<file path="src/rtl/cev_pkg.sv">
package cev_pkg;

    typedef enum logic [1:0] {
        POL_NEVER  = 2'b00,
        POL_IFTRUE = 2'b01,
        POL_IFFALS = 2'b10,
        POL_ALWAYS = 2'b11
    } pol_e;

    localparam int SEL_W     = 32;
    localparam int STAT_W    = 4;
    localparam int MASK_LSB  = 16;
    localparam int NUM_DEC   = 3;
    localparam int DEC_WAIT  = 0;
    localparam int DEC_BRCH  = 1;
    localparam int DEC_INTR  = 2;

endpackage

</file>
<file path="src/rtl/cev_cond.sv">
module cev_cond
    import cev_pkg::*;
(
    input  logic [SEL_W-1:0]  sel_i,
    input  logic [STAT_W-1:0] stat_i,
    input  logic [1:0]        pol_i,
    output logic              act_o
);
    logic [STAT_W-1:0] mask;
    logic [STAT_W-1:0] val;
    logic              hit;

    always_comb begin
        mask = sel_i[MASK_LSB +: STAT_W];
        val  = sel_i[0 +: STAT_W];
        hit  = ((stat_i & mask) == (val & mask));
        case (pol_e'(pol_i))
            POL_NEVER:  act_o = 1'b0;
            POL_IFTRUE: act_o = hit;
            POL_IFFALS: act_o = !hit;
            default:    act_o = 1'b1;
        endcase
    end

endmodule

</file>
<file path="src/rtl/cev_top.sv">
module cev_top
    import cev_pkg::*;
#(
    parameter int ADDR_W = 32,
    parameter int STRIDE = 16
) (
    input  logic              clk,
    input  logic              rst_n,
    input  logic              eval_i,
    input  logic [5:0]        ctl_i,
    input  logic [3:0]        dev_stat_i,
    input  logic [31:0]       intr_sel_i,
    input  logic [31:0]       brch_sel_i,
    input  logic [31:0]       wait_sel_i,
    input  logic [ADDR_W-1:0] cur_ptr_i,
    input  logic [ADDR_W-1:0] dep_ptr_i,
    output logic              irq_o,
    output logic              hold_o,
    output logic              upd_o,
    output logic              bt_o,
    output logic [ADDR_W-1:0] ptr_o
);
    localparam logic [ADDR_W-1:0] STEP = ADDR_W'(STRIDE);

    typedef struct packed {
        logic              irq;
        logic              hold;
        logic              upd;
        logic              bt;
        logic [ADDR_W-1:0] ptr;
    } st_t;

    logic [NUM_DEC-1:0][SEL_W-1:0] sel_arr;
    logic [NUM_DEC-1:0][1:0]       pol_arr;
    logic [NUM_DEC-1:0]            act;

    assign sel_arr[DEC_WAIT] = wait_sel_i;
    assign sel_arr[DEC_BRCH] = brch_sel_i;
    assign sel_arr[DEC_INTR] = intr_sel_i;
    assign pol_arr[DEC_WAIT] = ctl_i[1:0];
    assign pol_arr[DEC_BRCH] = ctl_i[3:2];
    assign pol_arr[DEC_INTR] = ctl_i[5:4];

    for (genvar g = 0; g < NUM_DEC; g++) begin : g_dec
        cev_cond u_cond (
            .sel_i  (sel_arr[g]),
            .stat_i (dev_stat_i),
            .pol_i  (pol_arr[g]),
            .act_o  (act[g])
        );
    end

    st_t st_d, st_q;

    always_comb begin
        st_d     = st_q;
        st_d.irq = 1'b0;
        st_d.upd = 1'b0;
        if (eval_i) begin
            if (act[DEC_WAIT]) begin
                st_d.hold = 1'b1;
            end else begin
                st_d.hold = 1'b0;
                st_d.upd  = 1'b1;
                st_d.irq  = act[DEC_INTR];
                st_d.bt   = act[DEC_BRCH];
                st_d.ptr  = act[DEC_BRCH] ? dep_ptr_i : (cur_ptr_i + STEP);
            end
        end
    end

    always_ff @(posedge clk or negedge rst_n) begin
        if (!rst_n) st_q <= '0;
        else        st_q <= st_d;
    end

    assign irq_o  = st_q.irq;
    assign hold_o = st_q.hold;
    assign upd_o  = st_q.upd;
    assign bt_o   = st_q.bt;
    assign ptr_o  = st_q.ptr;

endmodule

</file>
<file path="config.mk">
export PLATFORM = sky130hd
export DESIGN_NAME = cev_top
export DESIGN_NICKNAME = d
export VERILOG_FILES = /design/src/rtl/cev_pkg.sv /design/src/rtl/cev_cond.sv /design/src/rtl/cev_top.sv
export SDC_FILE = /design/constraint.sdc
export NUM_CORES = 1
export LEC_CHECK = 0
export ABC_AREA = 1
export BUFFER_PORTS_ARGS = -buffer_cell sky130_fd_sc_hd__buf_4
export CAP_MARGIN = 20
export CORE_MARGIN = 2
export CORE_UTILIZATION = 38
export DETAILED_ROUTE_END_ITERATION = 6
export PLACE_DENSITY_LB_ADDON = 0.25
export REMOVE_ABC_BUFFERS = 1
export SETUP_SLACK_MARGIN = 0.15
export SKIP_CTS_REPAIR_TIMING = 1
export SYNTH_ARGS = -nofsm -noshare
export SYNTH_HDL_FRONTEND = slang
export SYNTH_SLANG_ARGS = --single-unit
</file>
<file path="constraint.sdc">
create_clock -name clk -period 0.8 [get_ports clk]
set_clock_uncertainty 0.1 [all_clocks]
set_input_delay 0.04 -clock clk [delete_from_list [all_inputs] [get_ports clk]]
set_output_delay 0.04 -clock clk [all_outputs]
set_load 0.02 [all_outputs]
</file>
==> run summary <==
Crit path max fanout: 3
Synthesized instance count: 490
GPL Wtd Cong: 0.822
Pin count of the biggest net entering global routing: 37
CTS tree: done
Power Density: 1550 mW/mm^2
CTS sink cnt: 36
CP Data Required Time: 0.94 ns
Most common cell after layout, fill and taps aside: nand2_1
Root Buffer: clkbuf_8
Max VDD drop: 1.03 mV
Netlist cell types: 24
Maxcap violations: 0
P_leak: 2.96 nW
Pre-CTS setup slack: -0.636 ns
Via density: 4.68
Routed len/inst: 13.8 um
Diodes inserted: 0
Seq/Total Area, Yosys: 30.5%
Most frequent cells in the layout: 178 x nand2_1, 152 x buf_4, 67 x inv_1
Final WS setup: -0.249 ns
Final setup violating endpoints: 72
Max_slew headroom: 65.4%
Period minus WS final: 1.05 ns
Clk pin slew, worst setup/hold paths: 0.09 ns
# IOs: 209
Fin crit share: 131%
Die H: 92.1 um
Total negative slack: -13.74 ns
CTS buffer count: 5
Number of failing hold endpoints at the final stage: 69
Fmax: 953 MHz
Site Rows: 32
Synth Cell Area: 0.00295 sq mm
I/O Buffers: 136
Post-DRT Antenna Nets: 0
GR Util All Layers: 22.6%
DRC errors left: 0
RSZ-0062 raised after global routing: yes
Routed wire length: 11100 um
Drt initial violations: 160
Ys Warns: 0
CP Launch Type: input pin
Worst Hold Class: input pin to asynchronous set/reset pin
CTS H-Tree Depth: 2
DIE WIDTH: 92.1 um
Max clock buf depth: 2
Crit Path Category: input pin to register
Initial antenna violation count: 0
Critical path arrival: 1.19 ns
Flops & latches, synth: 36
DR pass1 iterations: 4
First-pass GRT wire length: 15400 um
Area delta synth->final: 85.0%
Slew @ Worst Pin: 0.519 ns
Worst-Skew Late Latency: 0.29 ns
Worst setup EP type: register
Total core area: 0.00761 sq mm
Routed via count: 3748
Final Max Tran Viols: 0
Failing checks: hold timing, setup timing
Nets: 872
Worst Hold Slack: -0.412 ns
Share of layout cells above drive strength 1: 47.9%
Syn avg cell area: 6.02 sq um
Starting Density: 38.8%
Detail Placement HPWL: 7220 um
Vias in the first global route: 3477
Status: finished, violations left
Fillers: 648
GRT Residual Overflow: 0
Die ar.: 0.00849 sq mm
==> worst paths after layout <==
| path | startpoint | end | slack (ns) | cells after the start |
|---|---|---|---|---|
| max | cur_ptr_i[11] | ptr_o[19] | -0.25 | 10 |
| max reg2reg | ptr_o[5] | ptr_o[5] | -0.07 | 3 |
| max in group asynchronous | rst_n | ptr_o[10] | 0.62 | 1 |
| min reg2reg | ptr_o[18] | ptr_o[18] | 0.41 | 2 |
| min | rst_n | ptr_o[29] | -0.41 | 1 |
| min in group clk | ctl_i[5] | irq_o | -0.09 | 3 |
==> Yosys cell counts (all sizes together) <==
master | number | share of area (%)
dfrtp | 36 | 31
buf | 12 | 3.9
or2 | 1 | 0.21
nand2 | 232 | 31
o21ai | 5 | 0.85
a21oi | 4 | 0.93
inv | 69 | 8.8
ha | 1 | 0.42
xor2 | 6 | 1.8
nand3b | 1 | 0.25
nand3 | 61 | 11
o21bai | 2 | 0.51
nand4 | 1 | 0.21
nor2 | 51 | 7.9
and2 | 2 | 0.42
xnor2 | 6 | 1.8
==> area by class of cell <==
type,instances,area [sq um],share of cell area (%)
Multi-Input combinational cell,373,2100,38.5
Timing Repair Buffer,213,1970,36.0
Clock inverter,2,35.0,0.641
Sequential cell,36,901,16.5
Tap cell,102,128,2.34
Clock buffer,6,72.6,1.33
Inverter,69,259,4.74
==> per-layer routing <==
metal | wire (um) | track usage, % | vias up
met5 | 0 | 0 | -
met4 | 199 | 6.59 | 0
met3 | 690 | 3.94 | 19
met2 | 5640 | 40.0 | 123
met1 | 4560 | 28.0 | 1712
li1 | - | - | 1894
==> power breakdown <==
part	internal [mW]	leakage, nW	switching (mW)	total [mW]
Sequential	2.22	0.437	0.319	2.54
Combinational	2.21	2.47	2.03	4.24
Clock	0.928	0.0552	0.770	1.70
==> registers in the layout, indices dropped and copies added, names as in the netlist <==
name    cells
bt_o        1
hold_o      1
irq_o       1
ptr_o      32
upd_o       1
==> logic make-up after synthesis <==
logic type / Yosys count / synth area share, %
AO/OA/AOI/OAI: 11 / 2.29
XOR/XNOR: 12 / 3.56
adder cells (fa/ha/maj): 1 / 0.424
buffers and inverters: 81 / 12.7
flip-flops: 36 / 30.5
AND/OR/NAND/NOR: 349 / 50.5
==> critical path: stages <==
cell,delay [ns]
buf_4,0.09
nand2_1,0.12
nor2_1,0.19
nand2_1,0.13
buf_4,0.16
o21bai_1,0.17
nand2_1,0.08
nand2_1,0.09
nand3_2,0.07
nand2_1,0.05
==> metrics by stage <==
| step | power (mW) | util [%] | cell area [sq um] | hold slack [ns] | std cells |
|---|---|---|---|---|---|
| 6_report | 8.48 | 71.8 | 5460 | -0.412 | 801 |
| 5_1_grt | 8.93 | 71.8 | 5460 | -0.382 | 801 |
| 4_1_cts | 7.39 | 60.1 | 4570 | -0.381 | 775 |
| 3_5_place_dp | 5.68 | 58.7 | 4470 | -0.0508 | 767 |
| 3_3_place_gp | 5.64 | 58.7 | 4470 | -0.0567 | 767 |
| 2_1_floorplan | 3.91 | - | 2840 | -0.356 | 478 |
Power figures use the tool's default switching activity.
